### config.mk
export PLATFORM = sky130hd
export DESIGN_NAME = alu8_core
export DESIGN_NICKNAME = d
export VERILOG_FILES = /design/src/rtl/alu8_pkg.sv /design/src/rtl/alu8_arith.sv /design/src/rtl/alu8_bitops.sv /design/src/rtl/alu8_muldiv.sv /design/src/rtl/alu8_core.sv
export SDC_FILE = /design/constraint.sdc
export NUM_CORES = 1
export LEC_CHECK = 0
export ABC_AREA = 1
export ABC_CLOCK_PERIOD_IN_PS = 19300
export BUFFER_PORTS_ARGS = -buffer_cell sky130_fd_sc_hd__buf_4
export CAP_MARGIN = 5
export CORE_UTILIZATION = 45
export DETAILED_ROUTE_END_ITERATION = 10
export SYNTH_ARGS = -nofsm -noshare
export SYNTH_HDL_FRONTEND = slang
export SYNTH_SLANG_ARGS = --single-unit
### constraint.sdc
create_clock -name clk -period 19.3 [get_ports clk]
set_input_delay 2.895 -clock clk [delete_from_list [all_inputs] [get_ports clk]]
set_output_delay 2.895 -clock clk [all_outputs]
set_load 0.02 [all_outputs]
### src/rtl/alu8_pkg.sv
package alu8_pkg;

    localparam int DW = 8;
    localparam int NW = DW / 2;
    localparam int PW = 2 * DW;
    localparam logic [DW-1:0] ONE_W = DW'(1);
    localparam logic [NW-1:0] NIB_MAX = NW'(9);
    localparam logic [DW:0] FIX_LO = (DW + 1)'(6);
    localparam logic [DW:0] FIX_HI = (DW + 1)'(6 << NW);

    typedef enum logic [4:0] {
        OP_ADD  = 5'd0,
        OP_ADDC = 5'd1,
        OP_SUBB = 5'd2,
        OP_INC  = 5'd3,
        OP_DEC  = 5'd4,
        OP_AND  = 5'd5,
        OP_OR   = 5'd6,
        OP_XOR  = 5'd7,
        OP_CPL  = 5'd8,
        OP_RL   = 5'd9,
        OP_RLC  = 5'd10,
        OP_RR   = 5'd11,
        OP_RRC  = 5'd12,
        OP_SWAP = 5'd13,
        OP_MUL  = 5'd14,
        OP_DIV  = 5'd15,
        OP_DA   = 5'd16
    } alu_op_e;

    typedef enum logic [1:0] {
        GRP_NONE,
        GRP_ARITH,
        GRP_BITS,
        GRP_MULDIV
    } alu_grp_e;

    typedef struct packed {
        logic c;
        logic ac;
        logic ov;
    } flags_t;

    typedef struct packed {
        logic [DW-1:0] a;
        logic [DW-1:0] b;
        flags_t        f;
    } alu_res_t;

    typedef struct packed {
        logic [DW-1:0] sum;
        flags_t        f;
    } addsub_t;

    // Which unit owns an operation code
    function automatic alu_grp_e op_group(logic [4:0] op);
        case (op)
            OP_ADD, OP_ADDC, OP_SUBB, OP_INC, OP_DEC, OP_DA: return GRP_ARITH;
            OP_AND, OP_OR, OP_XOR, OP_CPL,
            OP_RL, OP_RLC, OP_RR, OP_RRC, OP_SWAP:           return GRP_BITS;
            OP_MUL, OP_DIV:                                  return GRP_MULDIV;
            default:                                         return GRP_NONE;
        endcase
    endfunction

    // Byte add or subtract with carry/borrow in, producing all three flags
    function automatic addsub_t add_sub(logic [DW-1:0] x, logic [DW-1:0] y,
                                        logic cin, logic sub);
        addsub_t       r;
        logic [DW:0]   full;
        logic [NW:0]   low;
        logic [DW:0]   cin_w;
        logic [NW:0]   cin_n;
        cin_w = {{DW{1'b0}}, cin};
        cin_n = {{NW{1'b0}}, cin};
        if (sub) begin
            full = {1'b0, x} - {1'b0, y} - cin_w;
            low  = {1'b0, x[NW-1:0]} - {1'b0, y[NW-1:0]} - cin_n;
            r.f.ov = (x[DW-1] != y[DW-1]) && (full[DW-1] != x[DW-1]);
        end else begin
            full = {1'b0, x} + {1'b0, y} + cin_w;
            low  = {1'b0, x[NW-1:0]} + {1'b0, y[NW-1:0]} + cin_n;
            r.f.ov = (x[DW-1] == y[DW-1]) && (full[DW-1] != x[DW-1]);
        end
        r.sum  = full[DW-1:0];
        r.f.c  = full[DW];
        r.f.ac = low[NW];
        return r;
    endfunction

endpackage

### src/rtl/alu8_arith.sv
module alu8_arith
    import alu8_pkg::*;
(
    input  logic [4:0]    op_i,
    input  logic [DW-1:0] a_i,
    input  logic [DW-1:0] d_i,
    input  logic [DW-1:0] b_i,
    input  flags_t        f_i,
    output alu_res_t      r_o
);

    addsub_t     as_r;
    logic        is_sub;
    logic        use_cin;
    logic        lo_fix;
    logic        hi_fix;
    logic [DW:0] da_t;
    logic [DW:0] da_s;

    assign is_sub  = (op_i == OP_SUBB);
    assign use_cin = (op_i == OP_ADDC) || (op_i == OP_SUBB);
    assign as_r    = add_sub(a_i, d_i, use_cin & f_i.c, is_sub);

    // Decimal adjust: two correction steps, carry of the first feeds the second
    always_comb begin
        lo_fix = (a_i[NW-1:0] > NIB_MAX) || f_i.ac;
        da_t   = {1'b0, a_i} + (lo_fix ? FIX_LO : '0);
        hi_fix = (da_t[DW-1:NW] > NIB_MAX) || f_i.c || da_t[DW];
        da_s   = da_t + (hi_fix ? FIX_HI : '0);
    end

    always_comb begin
        r_o.a = a_i;
        r_o.b = b_i;
        r_o.f = f_i;
        case (op_i)
            OP_ADD, OP_ADDC, OP_SUBB: begin
                r_o.a = as_r.sum;
                r_o.f = as_r.f;
            end
            OP_INC:  r_o.a = a_i + ONE_W;
            OP_DEC:  r_o.a = a_i - ONE_W;
            OP_DA: begin
                r_o.a   = da_s[DW-1:0];
                r_o.f.c = f_i.c | da_s[DW];
            end
            default: ;
        endcase
    end

endmodule

### src/rtl/alu8_bitops.sv
module alu8_bitops
    import alu8_pkg::*;
(
    input  logic [4:0]    op_i,
    input  logic [DW-1:0] a_i,
    input  logic [DW-1:0] d_i,
    input  logic [DW-1:0] b_i,
    input  flags_t        f_i,
    output alu_res_t      r_o
);

    always_comb begin
        r_o.a = a_i;
        r_o.b = b_i;
        r_o.f = f_i;
        case (op_i)
            OP_AND:  r_o.a = a_i & d_i;
            OP_OR:   r_o.a = a_i | d_i;
            OP_XOR:  r_o.a = a_i ^ d_i;
            OP_CPL:  r_o.a = ~a_i;
            OP_RL:   r_o.a = {a_i[DW-2:0], a_i[DW-1]};
            OP_RR:   r_o.a = {a_i[0], a_i[DW-1:1]};
            OP_RLC: begin
                r_o.a   = {a_i[DW-2:0], f_i.c};
                r_o.f.c = a_i[DW-1];
            end
            OP_RRC: begin
                r_o.a   = {f_i.c, a_i[DW-1:1]};
                r_o.f.c = a_i[0];
            end
            OP_SWAP: r_o.a = {a_i[NW-1:0], a_i[DW-1:NW]};
            default: ;
        endcase
    end

endmodule

### src/rtl/alu8_muldiv.sv
module alu8_muldiv
    import alu8_pkg::*;
(
    input  logic [4:0]    op_i,
    input  logic [DW-1:0] a_i,
    input  logic [DW-1:0] b_i,
    input  flags_t        f_i,
    output alu_res_t      r_o
);

    logic [PW-1:0] prod;
    logic [DW-1:0] quo;
    logic [DW-1:0] rem [DW+1];
    logic          div_zero;

    assign prod     = {{DW{1'b0}}, a_i} * {{DW{1'b0}}, b_i};
    assign div_zero = (b_i == '0);
    assign rem[0]   = '0;

    // Restoring divider: one compare-and-subtract row per quotient bit
    for (genvar k = 0; k < DW; k++) begin : g_div_row
        localparam int BIT = DW - 1 - k;
        logic [DW:0] trial;
        logic [DW:0] diff;
        logic        fits;
        assign trial      = {rem[k], a_i[BIT]};
        assign fits       = trial >= {1'b0, b_i};
        assign diff       = trial - {1'b0, b_i};
        assign quo[BIT]   = fits;
        assign rem[k + 1] = fits ? diff[DW-1:0] : trial[DW-1:0];
    end

    // Divider rows must reproduce the division identity for nonzero divisors
    always_comb begin
        if (!div_zero) begin
            p_div_identity_r9: assert ((({{DW{1'b0}}, quo} * {{DW{1'b0}}, b_i})
                                        + {{DW{1'b0}}, rem[DW]} == {{DW{1'b0}}, a_i})
                                       && (rem[DW] < b_i));
        end
    end

    always_comb begin
        r_o.a = a_i;
        r_o.b = b_i;
        r_o.f = f_i;
        case (op_i)
            OP_MUL: begin
                r_o.a    = prod[DW-1:0];
                r_o.b    = prod[PW-1:DW];
                r_o.f.c  = 1'b0;
                r_o.f.ov = |prod[PW-1:DW];
            end
            OP_DIV: begin
                r_o.f.c = 1'b0;
                if (div_zero) begin
                    r_o.f.ov = 1'b1;
                end else begin
                    r_o.a    = quo;
                    r_o.b    = rem[DW];
                    r_o.f.ov = 1'b0;
                end
            end
            default: ;
        endcase
    end

endmodule

### src/rtl/alu8_core.sv
module alu8_core
    import alu8_pkg::*;
(
    input  logic       clk,
    input  logic       rst,
    input  logic [4:0] op_i,
    input  logic [7:0] acc_i,
    input  logic [7:0] opnd_i,
    input  logic [7:0] b_i,
    input  logic       cy_i,
    input  logic       ac_i,
    input  logic       ov_i,
    output logic [7:0] acc_o,
    output logic [7:0] b_o,
    output logic       cy_o,
    output logic       ac_o,
    output logic       ov_o,
    output logic       par_o
);

    flags_t   f_in;
    alu_res_t r_arith;
    alu_res_t r_bits;
    alu_res_t r_md;
    alu_res_t r_sel;
    alu_res_t r_q;
    logic     primed_q;

    assign f_in = '{c: cy_i, ac: ac_i, ov: ov_i};

    alu8_arith u_arith (
        .op_i (op_i),
        .a_i  (acc_i),
        .d_i  (opnd_i),
        .b_i  (b_i),
        .f_i  (f_in),
        .r_o  (r_arith)
    );

    alu8_bitops u_bits (
        .op_i (op_i),
        .a_i  (acc_i),
        .d_i  (opnd_i),
        .b_i  (b_i),
        .f_i  (f_in),
        .r_o  (r_bits)
    );

    alu8_muldiv u_md (
        .op_i (op_i),
        .a_i  (acc_i),
        .b_i  (b_i),
        .f_i  (f_in),
        .r_o  (r_md)
    );

    always_comb begin
        case (op_group(op_i))
            GRP_ARITH:  r_sel = r_arith;
            GRP_BITS:   r_sel = r_bits;
            GRP_MULDIV: r_sel = r_md;
            default:    r_sel = '{a: acc_i, b: b_i, f: f_in};
        endcase
    end

    always_ff @(posedge clk) begin
        if (rst) begin
            r_q <= '0;
        end else begin
            r_q <= r_sel;
        end
    end

    // Low for the first cycle after reset, when outputs still hold reset values
    always_ff @(posedge clk) begin
        primed_q <= ~rst;
    end

    assign acc_o = r_q.a;
    assign b_o   = r_q.b;
    assign cy_o  = r_q.f.c;
    assign ac_o  = r_q.f.ac;
    assign ov_o  = r_q.f.ov;
    assign par_o = ^r_q.a;

    p_reset_state_r12: assert property (@(posedge clk) disable iff (rst)
        !primed_q |-> (acc_o == 8'h00 && b_o == 8'h00 && !cy_o && !ac_o && !ov_o));

    p_incdec_flags_r4: assert property (@(posedge clk) disable iff (rst)
        (primed_q && ($past(op_i) == OP_INC || $past(op_i) == OP_DEC))
        |-> (cy_o == $past(cy_i) && ac_o == $past(ac_i) && ov_o == $past(ov_i)));

    p_logic_flags_r5: assert property (@(posedge clk) disable iff (rst)
        (primed_q && ($past(op_i) == OP_AND || $past(op_i) == OP_OR ||
                      $past(op_i) == OP_XOR || $past(op_i) == OP_CPL))
        |-> (cy_o == $past(cy_i) && ac_o == $past(ac_i) && ov_o == $past(ov_i)
             && b_o == $past(b_i)));

    p_rot_noflag_r6: assert property (@(posedge clk) disable iff (rst)
        (primed_q && ($past(op_i) == OP_RL || $past(op_i) == OP_RR))
        |-> (cy_o == $past(cy_i) && ac_o == $past(ac_i) && ov_o == $past(ov_i)
             && $countones(acc_o) == $countones($past(acc_i))));

    p_mul_flags_r8: assert property (@(posedge clk) disable iff (rst)
        (primed_q && $past(op_i) == OP_MUL)
        |-> (!cy_o && ov_o == (b_o != 8'h00) && ac_o == $past(ac_i)));

    p_div_zero_r9: assert property (@(posedge clk) disable iff (rst)
        (primed_q && $past(op_i) == OP_DIV && $past(b_i) == 8'h00)
        |-> (ov_o && !cy_o && acc_o == $past(acc_i) && b_o == 8'h00));

    p_bypass_r13: assert property (@(posedge clk) disable iff (rst)
        (primed_q && $past(op_i) > OP_DA)
        |-> (acc_o == $past(acc_i) && b_o == $past(b_i) && cy_o == $past(cy_i)
             && ac_o == $past(ac_i) && ov_o == $past(ov_i)));

endmodule

; ---- After elaboration in Yosys (flattened, before gate mapping)
; Memories as Yosys holds them, arrays and structs flattened.
; Cells that the tools add are included.
[word_totals]
inputBits = 34
romBits = 64
regBits = 19
output_inout_bits = 20
wordCells = 100
n_memories = 1
[classes]
n_addsub = 20
n_bitwise = 6
order_cmp = 10
n_reduce_logical = 11
n_mux = 23
mul = 1
n_eq_ne = 23
[mem_list]
columns = name, words, word_bits, rd, rd_clocked_by_memory_dff, wr, line
row1 = (name not given), 32, 2, 1, 0, 0, alu8_pkg.sv:57  ; case (op)
[op_table]
columns = operator, count
row1 = $pmux W8 S9, 1
row2 = $mux W8, 8
row3 = $ge A9 B8 Y1, 7
row4 = $pmux W19 S3, 1
row5 = $sub A8 B8 Y8, 7
row6 = $eq A5 B4 Y1 const B, 8
row7 = $pmux W17 S2, 1
row8 = $pmux W8 S4, 1
row9 = $eq A5 B3 Y1 const B, 4
row10 = $mul A8 B8 Y16, 1
row11 = $mux W16, 1
row12 = $eq A5 B2 Y1 const B, 2
row13 = $add A8 B8 Y9, 1
row14 = $add A8 B9 Y9, 1
row15 = $add A9 B1 Y9, 1
row16 = $add A9 B9 Y9, 1
row17 = $mux W9, 1
row18 = $sub A8 B8 Y9, 1
row19 = $sub A9 B1 Y9, 1
row20 = $add A8 B1 Y8 const B, 1
row21 = $and A8 B8 Y8, 1
row22 = $ge A1 B8 Y1, 1
row23 = $gt A4 B4 Y1 const B, 2
row24 = $logic_not A8 Y1, 1
row25 = 29 further kinds, 39

; ---- Longest topological paths before layout
[logic_depth]
word_depth = 19
ltp_mapped = 104

; ---- Modules after synthesis
; From an unflattened synthesis, not the netlist that was laid out.
[hier_totals]
cells_unflattened = 1738
hier_area_um2 = 10565.1
[modules_own_cells]
columns = module, cells_per_inst, instances, area_each_um2
row1 = alu8_muldiv, 974, 1, 6118.4
row2 = alu8_arith, 332, 1, 1948.1
row3 = alu8_core, 204, 1, 1258.7
row4 = alu8_bitops, 228, 1, 1239.9

; ---- Least setup slack after synthesis
; No wires, ideal clock.
[synth_path]
kind = input to register
from = input acc_i[7]
to = register r_q (netlist bit b_o[1])
arrival_ps = 15276
setup_ps = 119
stages = 99
required_ps = 19181
path_slack_ps = 3904
cell_sequence = clkbuf_1 inv_1 ha_1 inv_1 ha_1 nand2_1 nand2_2 nand2_1 nand2_1 o21a_1 inv_1 ha_1 nand2_1 nor2_1 a21oi_1 nand2_4 inv_4 nand2_4 [... 63 more ...] nor2_4 nand3_1 nand2_1 inv_1 ha_1 a21oi_1 o31ai_1 a21oi_1 inv_1 a21oi_1 o21ai_0 a21oi_1 o21a_1 inv_1 nor2_4 nand3_1 nand3_1 a21oi_1
[synth_via]
elab_chain_cells = 19
[synth_lines]
columns = element, line
row1 = "start, declared", alu8_core.sv:7  ; input logic [7:0] acc_i,
row2 = $sub A1 B8 Y8 / $ge A1 B8 Y1 (equally long branches), "alu8_muldiv.sv:28, alu8_muldiv.sv:27"
row3 = $mux W8, alu8_muldiv.sv:30  ; assign rem[k + 1] = fits ? diff[DW-1:0] : trial[DW-1:0];
row4 = $sub A8 B8 Y8 / $ge A9 B8 Y1 (equally long branches), "alu8_muldiv.sv:28, alu8_muldiv.sv:27"
row5 = $mux W8, alu8_muldiv.sv:30
row6 = $sub A8 B8 Y8 / $ge A9 B8 Y1 (equally long branches), "alu8_muldiv.sv:28, alu8_muldiv.sv:27"
row7 = $mux W8, alu8_muldiv.sv:30
row8 = $sub A8 B8 Y8 / $ge A9 B8 Y1 (equally long branches), "alu8_muldiv.sv:28, alu8_muldiv.sv:27"
row9 = $mux W8, alu8_muldiv.sv:30
row10 = [... 3 more ...], -
row11 = $mux W8, alu8_muldiv.sv:30
row12 = $sub A8 B8 Y8 / $ge A9 B8 Y1 (equally long branches), "alu8_muldiv.sv:28, alu8_muldiv.sv:27"
row13 = $mux W8, alu8_muldiv.sv:30
row14 = $ge A9 B8 Y1 / $sub A8 B8 Y8 (equally long branches), "alu8_muldiv.sv:27, alu8_muldiv.sv:28"
row15 = $mux W8, alu8_muldiv.sv:30
row16 = $mux W16, alu8_muldiv.sv:55  ; if (div_zero) begin
row17 = $pmux W17 S2 *, alu8_muldiv.sv:46  ; case (op_i)
row18 = $pmux W19 S3 *, alu8_core.sv:58  ; case (op_group(op_i))
row19 = "end signal, assigned", alu8_core.sv:70  ; r_q <= r_sel;
row20 = "end, declared", alu8_core.sv:26  ; alu_res_t r_q;
; Every way passes the cells marked *; elsewhere a longest branch is shown, timed or not.
; A chain may end at the register's enable or synchronous reset.

; ---- Final worst setup path
[layout_path]
from = input acc_i[7]
to = register r_q (netlist bit b_o[4])
; The elaborated chain is that of the path after synthesis.

==> impl_metrics.json <==
{
  "synth.distinct_cells": 55,
  "cp_common_cell": "nand2_1",
  "drc": 0,
  "worstMarginPinSlew_ns": 0.904,
  "start_util_pct": 46.2,
  "flow.area_growth_from_synthesis_pct": 7.86,
  "antenna_found_initial": 0,
  "syn_nets": 1592,
  "grt_pass1_vias": 8290,
  "num_rows": 50,
  "grt_pass1_wl_um": 42000,
  "cts_tree": "yes",
  "drtIter0Drc": 714,
  "ios": 54,
  "clkTransAtPathRegs_ns": 0.05,
  "htreeDepth": 1,
  "rsz0062_at_grt": "no",
  "ys.warnings.count": 0,
  "wirelength_um": 25900,
  "hold_viol_final": 0,
  "place_hpwl_um": 21000,
  "synth_top_area_share_pct": 20.4,
  "syn_avg_cell_area_sq_um": 6.38,
  "tns_ns": 0,
  "post_cts_buffers": 0,
  "synth_ff_type": "dfxtp_1",
  "ctsResizeCount": 0,
  "fin_ws_ns": 2.57,
  "criticalPathCategory": "in -> reg",
  "cp-start-kind": "input pin",
  "ys_ff_latch": 19,
  "syn_area_sq_mm": 0.00871,
  "final_nets": 1625,
  "drt-vias-per-instance": 5.28,
  "cts_made_buffers": 3,
  "powerDensity_mw_per_mm2": 114,
  "crit_end": "b_o[4]",
  "timing.final.crit_period_ns": 16.73,
  "power.leakage_nw": 5.28,
  "gp_congestion": 0.950,
  "fin_area_sq_mm": 0.00939,
  "synth_edf_count": 0,
  "synth.area.top_cells": "ha_1, nand2_1, inv_1",
  "layout-drive-gt1-share_pct": 7.51,
  "max_freq_mhz": 59.8,
  "critPathLaunch": "acc_i[7]",
  "grt_start_max_net_pins": 21,
  "end_kind": "flop",
  "critPathArrivalTime_ns": 16.87,
  "slowest_delay_ns": 0.37,
  "power.total_mw": 1.07,
  "placed_area_sq_mm": 0.00931,
  "cp_max_fo": 20,
  "synth_largest_area_cell": "ha_1",
  "whs_ns": 2.89,
  "die_y_um": 141,
  "hold_class": "in -> reg",
  "setup_viol": 0,
  "diodes": 0,
  "relSlewSlack_pct": 39.5,
  "dieWidth_um": 141,
  "dp_slack_ns": 2.46,
  "vdd_drop_max_uv": 76.8,
  "ys_seq_area_share_pct": 4.37,
  "port_buffers": 53,
  "outcome": "completed",
  "root_buffer": "clkbuf_16",
  "synth_cells": 1366,
  "fill_cells": 2033,
  "core_area_sq_mm": 0.0188,
  "die_area_sq_mm": 0.0199,
  "vias": 8746,
  "synth_commonest_cells": "nand2_1, inv_1, ha_1",
  "grt_usage_pct": 26.6,
  "clk_path_buf_depth": 2,
  "async_reset_ff_share_pct": 0,
  "crit_slowest_cell": "a211oi_1",
  "cts_sinks": 19,
  "synth_most_common_cell": "nand2_1",
  "grt.overflow.total": 0,
  "final_antenna_net_count": 0,
  "maxCapViolations": 0,
  "period_share_pct": 86.7,
  "postCtsHoldBufs": 0,
  "routedWlPerCell_um": 15.6,
  "critPathRequiredTime_ns": 19.44,
  "slew_violations": 0,
  "drt_first_pass_iters": 8
}
how the worst min path moves through the flow:
| stage | startpoint | end | slack (ns) | depth (start not counted) |
|---|---|---|---|---|
| final | rst | ov_o | 2.89 | 2 |
| after global routing | rst | acc_o[6] | 2.91 | 2 |
| after CTS | rst | ov_o | 2.89 | 2 |
| after detailed placement | rst | ov_o | 3.15 | 2 |
| after global placement | rst | acc_o[6] | 3.15 | 2 |
| after floorplan | ov_i | ov_o | 3.04 | 2 |
kinds of logic (layout without fill, tap and decap cells):
group	after synthesis	count (layout)	share of synthesized area (%)
XOR/XNOR	58	58	5.83
flip-flops	19	19	4.37
buffers and inverters	320	352	14.2
adder cells (fa/ha/maj)	192	192	31.9
AND/OR/NAND/NOR	521	521	26.6
AO/OA/AOI/OAI	256	256	17.1
routing by layer:
layer  routed length, um  part of all wire (%)  vias up  global-route usage, %
li1                    -                     -     4459                      -
met1               12300                    47     4008                   36.8
met2               11600                    45      241                   43.6
met3                1480                   5.7       38                   2.85
met4                 539                   2.1        0                   6.92
met5                   0                     0        -                      0
report_power, final:
group          leakage, nW  switching [mW]  total [mW]  internal, mW
Clock               0.0409          0.0150      0.0428        0.0278
Sequential           0.158         0.00165      0.0442        0.0425
Combinational         5.08           0.623       0.984         0.362
registers in the layout (all words and copies together) (netlist names):
register  flops
b_o           8
acc_o         8
ac_o          1
ov_o          1
cy_o          1
metrics by stage:
step	utilization [%]	std cells
floorplan	-	1366
global placement	49.5	1654
detailed placement	49.5	1654
CTS	49.9	1658
global route	49.9	1658
finish	49.9	1658
critical path: cells and delay by family:
kind                     cells  cell delay [ns]
AO/OA/AOI/OAI               30             5.67
AND/OR/NAND/NOR             40             4.22
adder cells (fa/ha/maj)      9             2.64
buffers and inverters       15             1.42
cells in the final DEF, fill, tap and decap left out, drive strengths merged, types with 11 or more instances in the layout:
master and n:
o21ai 91, a21oi 96, ha 142, xor2 34, inv 289, nand2 304
dfxtp 19, o22ai 11, nand3 59, xnor2 24, buf 55, nor2 116
fa 50, nand4 13
final cells by class:
cell class                      instances  area, sq um  share of cell area (%)
Multi-Input combinational cell       1027         7090                    75.5
Clock inverter                          1         5.00                  0.0533
Tap cell                              260          325                    3.46
Clock buffer                            3         75.1                   0.799
Inverter                              293         1100                    11.7
Timing Repair Buffer                   55          413                    4.40
Sequential cell                        19          380                    4.05
No activity file was read; power rests on OpenSTA's default activity.
